$ cat config.mk
export PLATFORM = sky130hd
export DESIGN_NAME = can_err_status
export DESIGN_NICKNAME = d
export VERILOG_FILES = /design/src/rtl/can_err_pkg.sv /design/src/rtl/can_err_code_sel.sv /design/src/rtl/can_err_field.sv /design/src/rtl/can_err_irq.sv /design/src/rtl/can_err_status.sv
export SDC_FILE = /design/constraint.sdc
export NUM_CORES = 1
export LEC_CHECK = 0
export CAP_MARGIN = 10
export CORE_MARGIN = 2
export CORE_UTILIZATION = 30
export CTS_CLUSTER_DIAMETER = 30
export DETAILED_ROUTE_END_ITERATION = 8
export DONT_BUFFER_PORTS = 1
export PLACE_DENSITY = 0.47
export SYNTH_ARGS = -nofsm -noshare
export SYNTH_HDL_FRONTEND = slang
export SYNTH_HIERARCHICAL = 1
export SYNTH_SLANG_ARGS = --single-unit
$ cat constraint.sdc
create_clock -name clk -period 1.6 [get_ports clk]
set_input_delay 0.08 -clock clk [delete_from_list [all_inputs] [get_ports clk]]
set_output_delay 0.08 -clock clk [all_outputs]
set_load 0.01 [all_outputs]
$ cat src/rtl/can_err_pkg.sv
package can_err_pkg;
  localparam int N_ERR       = 6;
  localparam int CODE_W      = 3;
  localparam int REG_DW      = 32;
  localparam int ARB_LSB     = 0;
  localparam int DATA_LSB    = 8;
  localparam int ECC_BIT     = 21;
  localparam int ARB_BIT     = 27;
  localparam int DATA_BIT    = 28;

  typedef enum logic [CODE_W-1:0] {
    EC_NONE  = 3'd0,
    EC_STUFF = 3'd1,
    EC_FORM  = 3'd2,
    EC_ACK   = 3'd3,
    EC_BIT1  = 3'd4,
    EC_BIT0  = 3'd5,
    EC_CRC   = 3'd6,
    EC_IDLE  = 3'd7
  } err_code_e;

  // Lowest-numbered active pulse gives the code; scan from top so it lands last.
  function automatic logic [CODE_W-1:0] pick_code(input logic [N_ERR-1:0] ev);
    logic [CODE_W-1:0] c;
    c = EC_NONE;
    for (int i = N_ERR - 1; i >= 0; i--) begin
      if (ev[i]) c = CODE_W'(i + 1);
    end
    return c;
  endfunction

  function automatic logic [REG_DW-1:0] irq_mask();
    logic [REG_DW-1:0] m;
    m = '0;
    m[ECC_BIT]  = 1'b1;
    m[ARB_BIT]  = 1'b1;
    m[DATA_BIT] = 1'b1;
    return m;
  endfunction
endpackage

$ cat src/rtl/can_err_code_sel.sv
module can_err_code_sel
  import can_err_pkg::*;
(
  input  logic [N_ERR-1:0]  err_ev,
  input  logic              in_data_phase,
  input  logic              busoff_rec,
  input  logic              rec11,
  input  logic              frame_ok,
  output logic              arb_err,
  output logic              data_err,
  output logic              rec_hit,
  output logic              arb_load,
  output logic [CODE_W-1:0] arb_code,
  output logic              data_load,
  output logic [CODE_W-1:0] data_code
);
  logic              any_err;
  logic [CODE_W-1:0] err_code;
  logic              ok_hit;

  always_comb begin
    any_err  = |err_ev;
    err_code = pick_code(err_ev);
    arb_err  = any_err & ~in_data_phase;
    data_err = any_err &  in_data_phase;
    rec_hit  = busoff_rec & rec11 & ~any_err;
    ok_hit   = frame_ok & ~any_err;

    arb_load = arb_err | rec_hit | ok_hit;
    if (arb_err)      arb_code = err_code;
    else if (rec_hit) arb_code = EC_BIT0;
    else              arb_code = EC_NONE;

    data_load = data_err | ok_hit;
    data_code = data_err ? err_code : EC_NONE;
  end
endmodule

$ cat src/rtl/can_err_field.sv
module can_err_field
  import can_err_pkg::*;
#(
  parameter int W = CODE_W
) (
  input  logic         clk,
  input  logic         rst_n,
  input  logic         load,
  input  logic [W-1:0] load_val,
  input  logic         rd_clr,
  output logic [W-1:0] q
);
  localparam logic [W-1:0] IDLE_VAL = '1;

  always_ff @(posedge clk or negedge rst_n) begin
    if (!rst_n)      q <= IDLE_VAL;
    else if (load)   q <= load_val;
    else if (rd_clr) q <= IDLE_VAL;
  end
endmodule

$ cat src/rtl/can_err_irq.sv
module can_err_irq
  import can_err_pkg::*;
#(
  parameter int DW = REG_DW
) (
  input  logic          clk,
  input  logic          rst_n,
  input  logic [DW-1:0] set_vec,
  input  logic          clr_wr,
  input  logic          en_wr,
  input  logic [DW-1:0] wdata,
  output logic [DW-1:0] flags,
  output logic [DW-1:0] enable,
  output logic          irq
);
  localparam logic [DW-1:0] MASK = DW'(irq_mask());

  logic [DW-1:0] clr_vec;

  always_comb clr_vec = clr_wr ? (wdata & MASK) : '0;

  always_ff @(posedge clk or negedge rst_n) begin
    if (!rst_n) begin
      flags  <= '0;
      enable <= '0;
    end else begin
      flags <= (flags & ~clr_vec) | (set_vec & MASK);
      if (en_wr) enable <= wdata & MASK;
    end
  end

  always_comb irq = |(flags & enable);
endmodule

$ cat src/rtl/can_err_status.sv
module can_err_status
  import can_err_pkg::*;
#(
  parameter int ADDR_W = 2,
  parameter int DW     = REG_DW
) (
  input  logic              clk,
  input  logic              rst_n,
  input  logic [N_ERR-1:0]  err_ev,
  input  logic              in_data_phase,
  input  logic              busoff_rec,
  input  logic              rec11,
  input  logic              frame_ok,
  input  logic              ecc_uncorr,
  input  logic [ADDR_W-1:0] reg_addr,
  input  logic              reg_rd,
  input  logic              reg_wr,
  input  logic [DW-1:0]     reg_wdata,
  output logic [DW-1:0]     reg_rdata,
  output logic              irq
);
  localparam int N_FLD = 2;
  localparam logic [ADDR_W-1:0] A_STATUS = ADDR_W'(0);
  localparam logic [ADDR_W-1:0] A_FLAGS  = ADDR_W'(1);
  localparam logic [ADDR_W-1:0] A_ENABLE = ADDR_W'(2);

  // named internal events
  logic              arb_err, data_err, rec_hit;
  logic              arb_load, data_load;
  logic [CODE_W-1:0] arb_code, data_code;
  logic              status_rd, flag_wr, en_wr;
  logic [DW-1:0]     set_vec, flags, enable;
  logic [CODE_W-1:0] lec_q, dlec_q;

  logic [N_FLD-1:0]             fld_load;
  logic [N_FLD-1:0][CODE_W-1:0] fld_val, fld_q;

  can_err_code_sel u_sel (
    .err_ev       (err_ev),
    .in_data_phase(in_data_phase),
    .busoff_rec   (busoff_rec),
    .rec11        (rec11),
    .frame_ok     (frame_ok),
    .arb_err      (arb_err),
    .data_err     (data_err),
    .rec_hit      (rec_hit),
    .arb_load     (arb_load),
    .arb_code     (arb_code),
    .data_load    (data_load),
    .data_code    (data_code)
  );

  always_comb begin
    status_rd   = reg_rd & (reg_addr == A_STATUS);
    flag_wr     = reg_wr & (reg_addr == A_FLAGS);
    en_wr       = reg_wr & (reg_addr == A_ENABLE);
    fld_load[0] = arb_load;
    fld_val[0]  = arb_code;
    fld_load[1] = data_load;
    fld_val[1]  = data_code;
  end

  for (genvar g = 0; g < N_FLD; g++) begin : g_fld
    can_err_field #(.W(CODE_W)) u_fld (
      .clk     (clk),
      .rst_n   (rst_n),
      .load    (fld_load[g]),
      .load_val(fld_val[g]),
      .rd_clr  (status_rd),
      .q       (fld_q[g])
    );
  end

  always_comb begin
    lec_q  = fld_q[0];
    dlec_q = fld_q[1];
    set_vec           = '0;
    set_vec[ARB_BIT]  = arb_err;
    set_vec[DATA_BIT] = data_err;
    set_vec[ECC_BIT]  = ecc_uncorr;
  end

  can_err_irq #(.DW(DW)) u_irq (
    .clk    (clk),
    .rst_n  (rst_n),
    .set_vec(set_vec),
    .clr_wr (flag_wr),
    .en_wr  (en_wr),
    .wdata  (reg_wdata),
    .flags  (flags),
    .enable (enable),
    .irq    (irq)
  );

  always_comb begin
    reg_rdata = '0;
    case (reg_addr)
      A_STATUS: begin
        reg_rdata[ARB_LSB  +: CODE_W] = lec_q;
        reg_rdata[DATA_LSB +: CODE_W] = dlec_q;
      end
      A_FLAGS:  reg_rdata = flags;
      A_ENABLE: reg_rdata = enable;
      default:  reg_rdata = '0;
    endcase
  end
endmodule

==> reports/qor.csv, run 1 <==
stage,metric,value,unit
routing,drc,0,
sta,fin_skew,0,ps
routing,antenna_left,0,
floorplanning,io_pins,82,
logic_synthesis,synth_cells,212,
floorplanning,die_area,6180,um^2
placed_design,io_buffers,0,
placed_design,gp_congestion,0.7433,
logic_synthesis,postSynthAreaPerCell,7.879,um^2
worst_setup_path,cp-end-kind,primary output,
clocking,numCtsBuffers,3,
sta,finalCritPeriodShare,76.01,%
worst_setup_path,path_cells,"a222oi_1, inv_1",
placed_design,dp_hpwl,2425,um
sta,max_freq,0.8222,GHz
grt,grt_max_degree,25,
worst_setup_path,critical_path_arrival,1140,ps
worst_setup_path,worstPathRequired,1520,ps
worst_hold_path,hp-class,primary input to flip-flop,
sta,worst_pin_slew,545.5,ps
sta,slew_viol_final,0,
routing,wl_per_cell,11.14,um
sta,setup_tns,0,ps
run,cap_viol_max_count,0,
sta,slew_headroom,63.52,%
worst_setup_path,path_max_fanout,3,
floorplanning,coreArea,5439,um^2
power_and_ir_drop,power_density,590.2,nW/um^2
floorplanning,dieWidth,78.62,um
power_and_ir_drop,peakVddDrop,521.8,uV
clocking,clk_latency,230,ps
clocking,numClockSinks,12,
sta,layout_min_cycle_time,1216,ps
finish,nets,271,
power_and_ir_drop,finalPower,0.9555,mW
routing,drtIter0Drc,70,
finish,insertedDiodeCount,0,
clocking,clockRootBuffer,clkbuf_8,
routing,viasPerCell,4.131,
floorplanning,start_util,30.71,%
sta,hold_viol_final,0,
grt,antenna_found_initial,0,
grt,grtUsageTotal,10.72,%
clocking,clk_pin_slew,60,ps
logic_synthesis,synth_warnings,6,
finish,drive_gt1_share,9.217,%
clocking,htreeDepth,1,
grt,grt_pass1_wl,5340,um
grt,grt_overflow_total,0,
worst_setup_path,slowest_stage,dfrtp_1,
finish,n_fill_cell,611,
worst_setup_path,crit_path_start_kind,flip-flop,
routing,routed_wl,3220,um
sta,rsz0062_at_grt,no,
routing,firstDrtPassIters,4,
grt,grt_pass1_vias,1122,
worst_setup_path,crit_path_max_incr_delay,400,ps
finish,area_delta_synth_final,-3.071,%
power_and_ir_drop,total_leakage_power,0.6730,nW
routing,vias,1194,
floorplanning,num_rows,27,
finish,register_area,307.8,um^2
logic_synthesis,syn_area,1670,um^2
finish,multiInputGateArea,1046,um^2
clocking,tritoncts,done,
run_status,status,completed,
clocking,cts.path.max_buffers,2,
floorplanning,die_h,78.62,um
worst_setup_path,path_class,flip-flop to primary output,
sta,finalSetupViolCount,0,
per-stage QoR:
stage	hold slack [ps]	instances	instance area (um^2)	setup slack (ps)	util, %
global route	32.17	289	1619	331.5	29.77
detailed placement	-214.9	278	1504	370.7	27.65
CTS	11.11	289	1619	375.1	29.77
floorplan	-215.6	269	1884	466.7	-
finish	17.37	289	1619	383.8	29.77
global placement	-214.9	278	1504	393.4	27.65
power breakdown:
group | switching [mW] | internal [mW] | total [mW]
Sequential | 0.0231 | 0.348 | 0.371
Clock | 0.103 | 0.175 | 0.278
Combinational | 0.179 | 0.128 | 0.307
Total | 0.305 | 0.650 | 0.956
cell type report:
type / instances / share of cell area (%)
Clock buffer: 4 / 2.782
Timing Repair Buffer: 12 / 6.646
Inverter: 6 / 1.391
Tap cell: 72 / 5.564
Sequential cell: 12 / 19.01
Multi-Input combinational cell: 183 / 64.61
worst max-delay path: cells and delay by family (launching register included):
| family | cells | cell delay (ps) |
|---|---|---|
| flip-flops | 1 | 400 |
| AO/OA/AOI/OAI | 1 | 370 |
| buffers and inverters | 1 | 130 |
path summary, 6_finish.rpt:
kind	start	end	slack (ps)	cells after the start
worst min-delay path	in_data_phase	g_fld[0].u_fld/q[2]	20	3
max in group asynchronous	rst_n	g_fld[1].u_fld/q[1]	960	1
worst max register to register	u_irq/enable[21]	u_irq/enable[21]	800	1
min in group asynchronous	rst_n	u_irq/flags[27]	260	1
worst max-delay path	u_irq/enable[21]	irq	380	2
worst min register to register	g_fld[0].u_fld/q[2]	g_fld[0].u_fld/q[2]	510	2
state kept, by name (all words and copies together), names as in the netlist:
name,count
g_fld.u_fld/q,6
u_irq/flags,3
u_irq/enable,3
placed cells by master, fill, tap and decap left out:
| cell | n |
|---|---|
| conb_1 | 58 |
| nor2b_1 | 27 |
| a22oi_1 | 26 |
| nor2_1 | 17 |
| nand2_1 | 11 |
| a222oi_1 | 7 |
| dlygate4sd3_1 | 7 |
| inv_1 | 6 |
| o21ai_1 | 6 |
| dfstp_2 | 6 |
| dfrtp_1 | 6 |
| buf_4 | 5 |
| ha_1 | 4 |
| and2_1 | 3 |
| clkbuf_8 | 3 |
| a21o_1 | 3 |
| a211oi_1 | 3 |
| nor3_1 | 3 |
| a21oi_1 | 3 |
| mux2_2 | 2 |
| or3_4 | 2 |
| clkbuf_1 | 1 |
| mux2_1 | 1 |
| nand4_1 | 1 |
| o21ai_0 | 1 |
| o211ai_1 | 1 |
| o21ai_4 | 1 |
| o21bai_1 | 1 |
| a21boi_2 | 1 |
| nand3_1 | 1 |
repair_timing:
item / 4_1_cts / 5_1_grt
endpoints found under the hold margin: 18 / 0
setup buffers: 0 / 0
hold buffers: 7 / 0
gates resized for setup: 0 / 0
metal layers:
layer	up-vias	global-route usage, %	part of all wire (%)
met5	-	0	0
met1	517	14.13	46
met4	0	3.158	0.53
met3	2	2.299	6.8
li1	634	-	-
met2	41	17.52	46
Power figures use the tool's default switching activity.
==> run 2, diff against run 1 <==
Settings changed: PLACE_DENSITY 0.47 to 0.48.
Clock period 1.6 ns to 1.03 ns, I/O delays scaled along.
==> run 2 against run 1 <==
Net effect: the flow now finishes with violations (negative setup slack); power grew 58%; worst setup slack lost 520 ps; clock skew is the same; critical path depth is the same; combinational power grew 63%; utilization grew 0.97 points; die area is the same; non-clock buffer count grew 2; via count grew 1.5%; clock power grew 54%; global-route usage shrank 0.12 points; worst hold slack gained 0.95 ps.
==> reports/qor.csv, run 2 (synthesis results as in run 1) <==
stage,metric,value,unit
sta,worst_pin_slew,529.0,ps
sta,finalSetupViolCount,8,
power_and_ir_drop,power_density,900.9,nW/um^2
worst_setup_path,path_delay_family,flip-flops,
routing,vias,1212,
clocking,numCtsBuffers,3,
worst_setup_path,path_class,flip-flop to primary output,
worst_setup_path,worstSetupEndpoint,irq,
worst_hold_path,hold_start,in_data_phase,
floorplanning,start_util,30.71,%
sta,max_freq,0.8602,GHz
sta,finalHoldWorstSlack,18.31,ps
finish,layout_commonest_cell,conb_1,
run_status,violations,negative setup slack,
finish,largest_reg_flops,6,
clocking,numClockSinks,12,
sta,finalCritPeriodShare,112.9,%
grt,grt_pass1_wl,5395,um
routing,drc,0,
routing,viasPerCell,4.165,
worst_setup_path,crit_path_max_incr_delay,410,ps
grt,grt_pass1_vias,1094,
worst_hold_path,hp-class,primary input to flip-flop,
placed_design,io_buffers,0,
sta,fin_skew,0,ps
placed_design,gp_congestion,0.7497,
routing,firstDrtPassIters,4,
placed_design,placed_area,1534,um^2
routing,drtIter0Drc,52,
clocking,tritoncts,done,
grt,antenna_found_initial,0,
clocking,clk_latency,230,ps
grt,grt_overflow_total,0,
power_and_ir_drop,total_leakage_power,0.6901,nW
finish,top_register,g_fld.u_fld/q,
routing,wl_per_cell,11.01,um
finish,fin_area,1672,um^2
grt,grtUsageTotal,10.60,%
worst_setup_path,path_depth,2,
worst_setup_path,path_cells,"a222oi_1, inv_1",
floorplanning,dieWidth,78.62,um
run,cap_viol_max_count,0,
clocking,htreeDepth,1,
worst_setup_path,startpoint,u_irq/flags[27],
finish,insertedDiodeCount,0,
worst_setup_path,path_max_fanout,3,
finish,drive_gt1_share,13.24,%
worst_setup_path,critical_path_arrival,1110,ps
worst_setup_path,crit_path_start_kind,flip-flop,
worst_setup_path,r2r-end,u_irq/enable[21],
finish,reg.largest.list,"g_fld.u_fld/q x6, u_irq/enable x3, u_irq/flags x3",
finish,area_delta_synth_final,0.07471,%
worst_setup_path,worstPathRequired,980,ps
sta,rsz0062_at_grt,yes,
sta,layout_min_cycle_time,1163,ps
floorplanning,die_h,78.62,um
sta,hold_viol_final,0,
clocking,clk_pin_slew,50,ps
clocking,clockRootBuffer,clkbuf_8,
sta,setup_ws,-132.5,ps
placed_design,dp_slack,-97.07,ps
routing,routed_wl,3205,um
finish,final_cell_mix,"58 x conb_1, 25 x nor2b_1, 24 x a22oi_1",
floorplanning,num_rows,27,
worst_setup_path,r2r_start,u_irq/enable[21],
finish,nets,273,
worst_setup_path,rrSetupSlack,240,ps
sta,setup_tns,-474.1,ps
run_status,status,finished with violations,
placed_design,dp_hpwl,2488,um
grt,grt_max_degree,30,
worst_setup_path,crit_buf_inv,1,
floorplanning,io_pins,82,
worst_setup_path,slowest_stage,dfrtp_1,
finish,fin_util,30.73,%
sta,slew_headroom,64.62,%
floorplanning,coreArea,5439,um^2
routing,antenna_left,0,
floorplanning,die_area,6180,um^2
clocking,cts.path.max_buffers,2,
worst_setup_path,r2r_cells,1,
sta,slew_viol_final,0,
worst_setup_path,cp-end-kind,primary output,
power_and_ir_drop,peakVddDrop,436.9,uV
-- run 2: cell count changes in the layout (fill, tap and decap cells not counted), sizes merged --
| cell | previous run | this run |
|---|---|---|
| buf | 5 | 7 |
-- run 2: repair_timing --
| action | in CTS | in global routing |
|---|---|---|
| gates resized for setup | 0 | 4 |
| setup endpoints to repair | 7 | 10 |
| pin swaps | 2 | 0 |
| hold endpoints to repair | 21 | 0 |
| setup buffers | 1 | 0 |
| hold buffers | 7 | 0 |
-- run 2: area by class of cell --
type                            instances  area (um^2)
Multi-Input combinational cell        183         1084
Clock buffer                            4        45.04
Timing Repair Buffer                   14        122.6
Inverter                                6        22.52
Tap cell                               72        90.09
Fill cell                             621         3767
Sequential cell                        12        307.8
-- run 2: worst min path at each step --
stage                             endpoint  slack, ps  cells after the start
after floorplan           u_irq/enable[21]       -240                      0
after global placement    u_irq/enable[21]       -240                      0
after detailed placement  u_irq/enable[21]       -240                      0
after CTS                  u_irq/flags[27]         10                      2
after global routing       u_irq/flags[27]         10                      2
final                      u_irq/flags[27]         20                      2
-- run 2: power by group --
part | switching [mW] | internal, mW | total [mW] | leakage, nW
Clock | 0.158 | 0.271 | 0.429 | 0.0228
Sequential | 0.0366 | 0.540 | 0.577 | 0.126
Combinational | 0.285 | 0.215 | 0.500 | 0.542
-- run 2: stage by stage --
step / std cells / total power, mW
finish: 291 / 1.506
global route: 291 / 1.618
CTS: 291 / 1.504
detailed placement: 279 / 1.031
global placement: 279 / 1.031
floorplan: 269 / 1.124
-- run 2: routing by layer --
metal | wire length [um] | up-vias | global-route usage [%] | share of wire (%)
met5 | 0 | - | 0 | 0
li1 | - | 634 | - | -
met1 | 1451 | 535 | 14.27 | 45
met3 | 276 | 4 | 3.103 | 8.6
met4 | 34 | 0 | 3.158 | 1.1
met2 | 1442 | 39 | 16.32 | 45
==> run 3, diff against run 2 <==
Settings changed: CORE_MARGIN 2 to not set, TNS_END_PERCENT set to 30.
==> run 3 against run 2 <==
Net effect: the run still ends with negative setup slack left; sequential power is essentially flat; first-iteration DRC count rose by 3.8%; worst setup slack better by 0.92 ps; power shrank 0.13%; clock power increased by 1%; utilization up 0.90 points; critical path type unchanged; largest cell class unchanged.
==> reports/qor.csv, run 3 (synthesis results as in run 1) <==
stage,metric,value,unit
run_status,status,finished with violations,
run_status,violations,negative setup slack,
placed_design,dpl.cell_count,277,
routing,wl_per_cell,11.13,um
routing,viasPerCell,4.163,
placed_design,placed_area,1521,um^2
sta,slew_viol_final,0,
placed_design,gp_congestion,0.7534,
power_and_ir_drop,p_comb_share,32.9,%
worst_setup_path,path_class,flip-flop to primary output,
finish,area_delta_synth_final,-0.8239,%
clocking,clk_pin_slew,60,ps
floorplanning,die_area,5870,um^2
routing,drtIter0Drc,54,
placed_design,io_buffers,0,
sta,rsz0062_at_grt,yes,
clocking,numClockSinks,12,
floorplanning,io_pins,82,
sta,setup_ws,-131.6,ps
finish,nets,273,
routing,antenna_left,0,
finish,largest_reg_flops,6,
worst_setup_path,path_cells,"a222oi_1, inv_1",
worst_hold_path,hp-class,primary input to flip-flop,
grt,grt_pass1_wl,5216,um
finish,top_register,g_fld.u_fld/q,
grt,antenna_found_initial,0,
sta,finalSetupViolCount,8,
worst_setup_path,worstPathRequired,980,ps
grt,grt_overflow_total,0,
sta,worst_pin_slew,508.9,ps
sta,fin_skew,0,ps
worst_setup_path,path_max_fanout,2,
finish,insertedDiodeCount,0,
finish,n_fill_cell,568,
sta,slew_headroom,65.96,%
power_and_ir_drop,internal_power,1.020,mW
routing,vias,1203,
floorplanning,die_h,76.62,um
floorplanning,num_rows,26,
routing,drc,0,
power_and_ir_drop,total_leakage_power,0.6894,nW
clocking,numCtsBuffers,3,
power_and_ir_drop,p_sw_share,32.16,%
grt,grt_pass1_vias,1066,
finish,final_cell_mix,"58 x conb_1, 25 x a22oi_1, 24 x nor2b_1",
clocking,htreeDepth,1,
clocking,clockRootBuffer,clkbuf_8,
worst_setup_path,critical_path_arrival,1110,ps
worst_setup_path,slowest_stage,dfrtp_1,
power_and_ir_drop,seqPwrFrac,38.2,%
clocking,clk_latency,230,ps
floorplanning,start_util,31.89,%
floorplanning,dieWidth,76.62,um
sta,hold_viol_final,0,
finish,reg.largest.list,"g_fld.u_fld/q x6, u_irq/enable x3, u_irq/flags x3",
worst_setup_path,crit_path_start_kind,flip-flop,
worst_setup_path,path_delay_family,flip-flops,
clocking,cts.path.max_buffers,2,
grt,grt_max_degree,24,
sta,layout_min_cycle_time,1162,ps
sta,finalCritPeriodShare,112.8,%
placed_design,dp_hpwl,2492,um
power_and_ir_drop,peakVddDrop,577.4,uV
power_and_ir_drop,power_switching,0.4837,mW
run,cap_viol_max_count,0,
routing,firstDrtPassIters,5,
finish,fin_util,31.63,%
worst_setup_path,cp-end-kind,primary output,
routing,routed_wl,3217,um
clocking,tritoncts,done,
grt,grtUsageTotal,10.86,%
sta,max_freq,0.8609,GHz
floorplanning,coreArea,5238,um^2
power_and_ir_drop,power_density,907.9,nW/um^2
finish,layout_commonest_cell,conb_1,
worst_setup_path,crit_buf_inv,1,
finish,fin_area,1657,um^2
finish,final_cells,289,
power_and_ir_drop,clkPwrFrac,28.8,%
worst_setup_path,crit_path_max_incr_delay,390,ps
finish,drive_gt1_share,13.24,%
-- run 3: per-layer routing --
metal / up-vias / track usage, % / share of wire, %
met5: - / 0 / 0
met4: 0 / 2.885 / 0.50
met3: 2 / 2.635 / 6.4
met2: 39 / 16.85 / 46
met1: 526 / 14.90 / 47
li1: 636 / - / -
-- run 3: area by class of cell --
type / instances / area (um^2) / share of cell area [%]
multi-input combinational: 183 / 1071 / 64.65
sequential: 12 / 307.8 / 18.58
timing repair buffer: 14 / 122.6 / 7.402
tap: 70 / 87.58 / 5.287
clock buffer: 4 / 45.04 / 2.719
inverter: 6 / 22.52 / 1.360
-- run 3: power groups by stage --
stage	registers [mW]	logic, mW	clock network (mW)
floorplan	0.570	0.553	0
global placement	0.580	0.448	0
detailed placement	0.581	0.449	0
CTS	0.573	0.489	0.451
global route	0.584	0.557	0.475
finish	0.575	0.495	0.434
-- run 3: worst paths after layout --
| kind | slack, ps | end | start | cells after the start |
|---|---|---|---|---|
| min in group asynchronous | 220 | u_irq/flags[21] | rst_n | 1 |
| worst max register to register | 230 | u_irq/enable[21] | u_irq/enable[21] | 1 |
| max in group asynchronous | 440 | g_fld[0].u_fld/q[1] | rst_n | 1 |
| worst max-delay path | -130 | irq | u_irq/flags[21] | 2 |
| worst min-delay path | 20 | u_irq/flags[27] | in_data_phase | 2 |
| worst min register to register | 520 | g_fld[0].u_fld/q[1] | g_fld[0].u_fld/q[1] | 2 |
-- run 3: through the flow --
step	setup TNS, ps	power [mW]	hold slack, ps	setup slack (ps)
floorplan	-98.29	1.123	-244.1	-21.05
global placement	-260.3	1.028	-243.4	-68.50
detailed placement	-292.2	1.031	-243.4	-83.06
CTS	-587.6	1.513	13.01	-141.1
global route	-877.3	1.616	26.13	-164.4
finish	-458.5	1.504	15.87	-131.6
-- run 3: what timing repair did --
action,CTS,global route
gates cloned,0,0
resized for setup,1,3
setup buffers,1,0
hold buffers,7,0
pin swaps,1,0
hold endpoints to repair,21,0
setup endpoints to repair,7,10
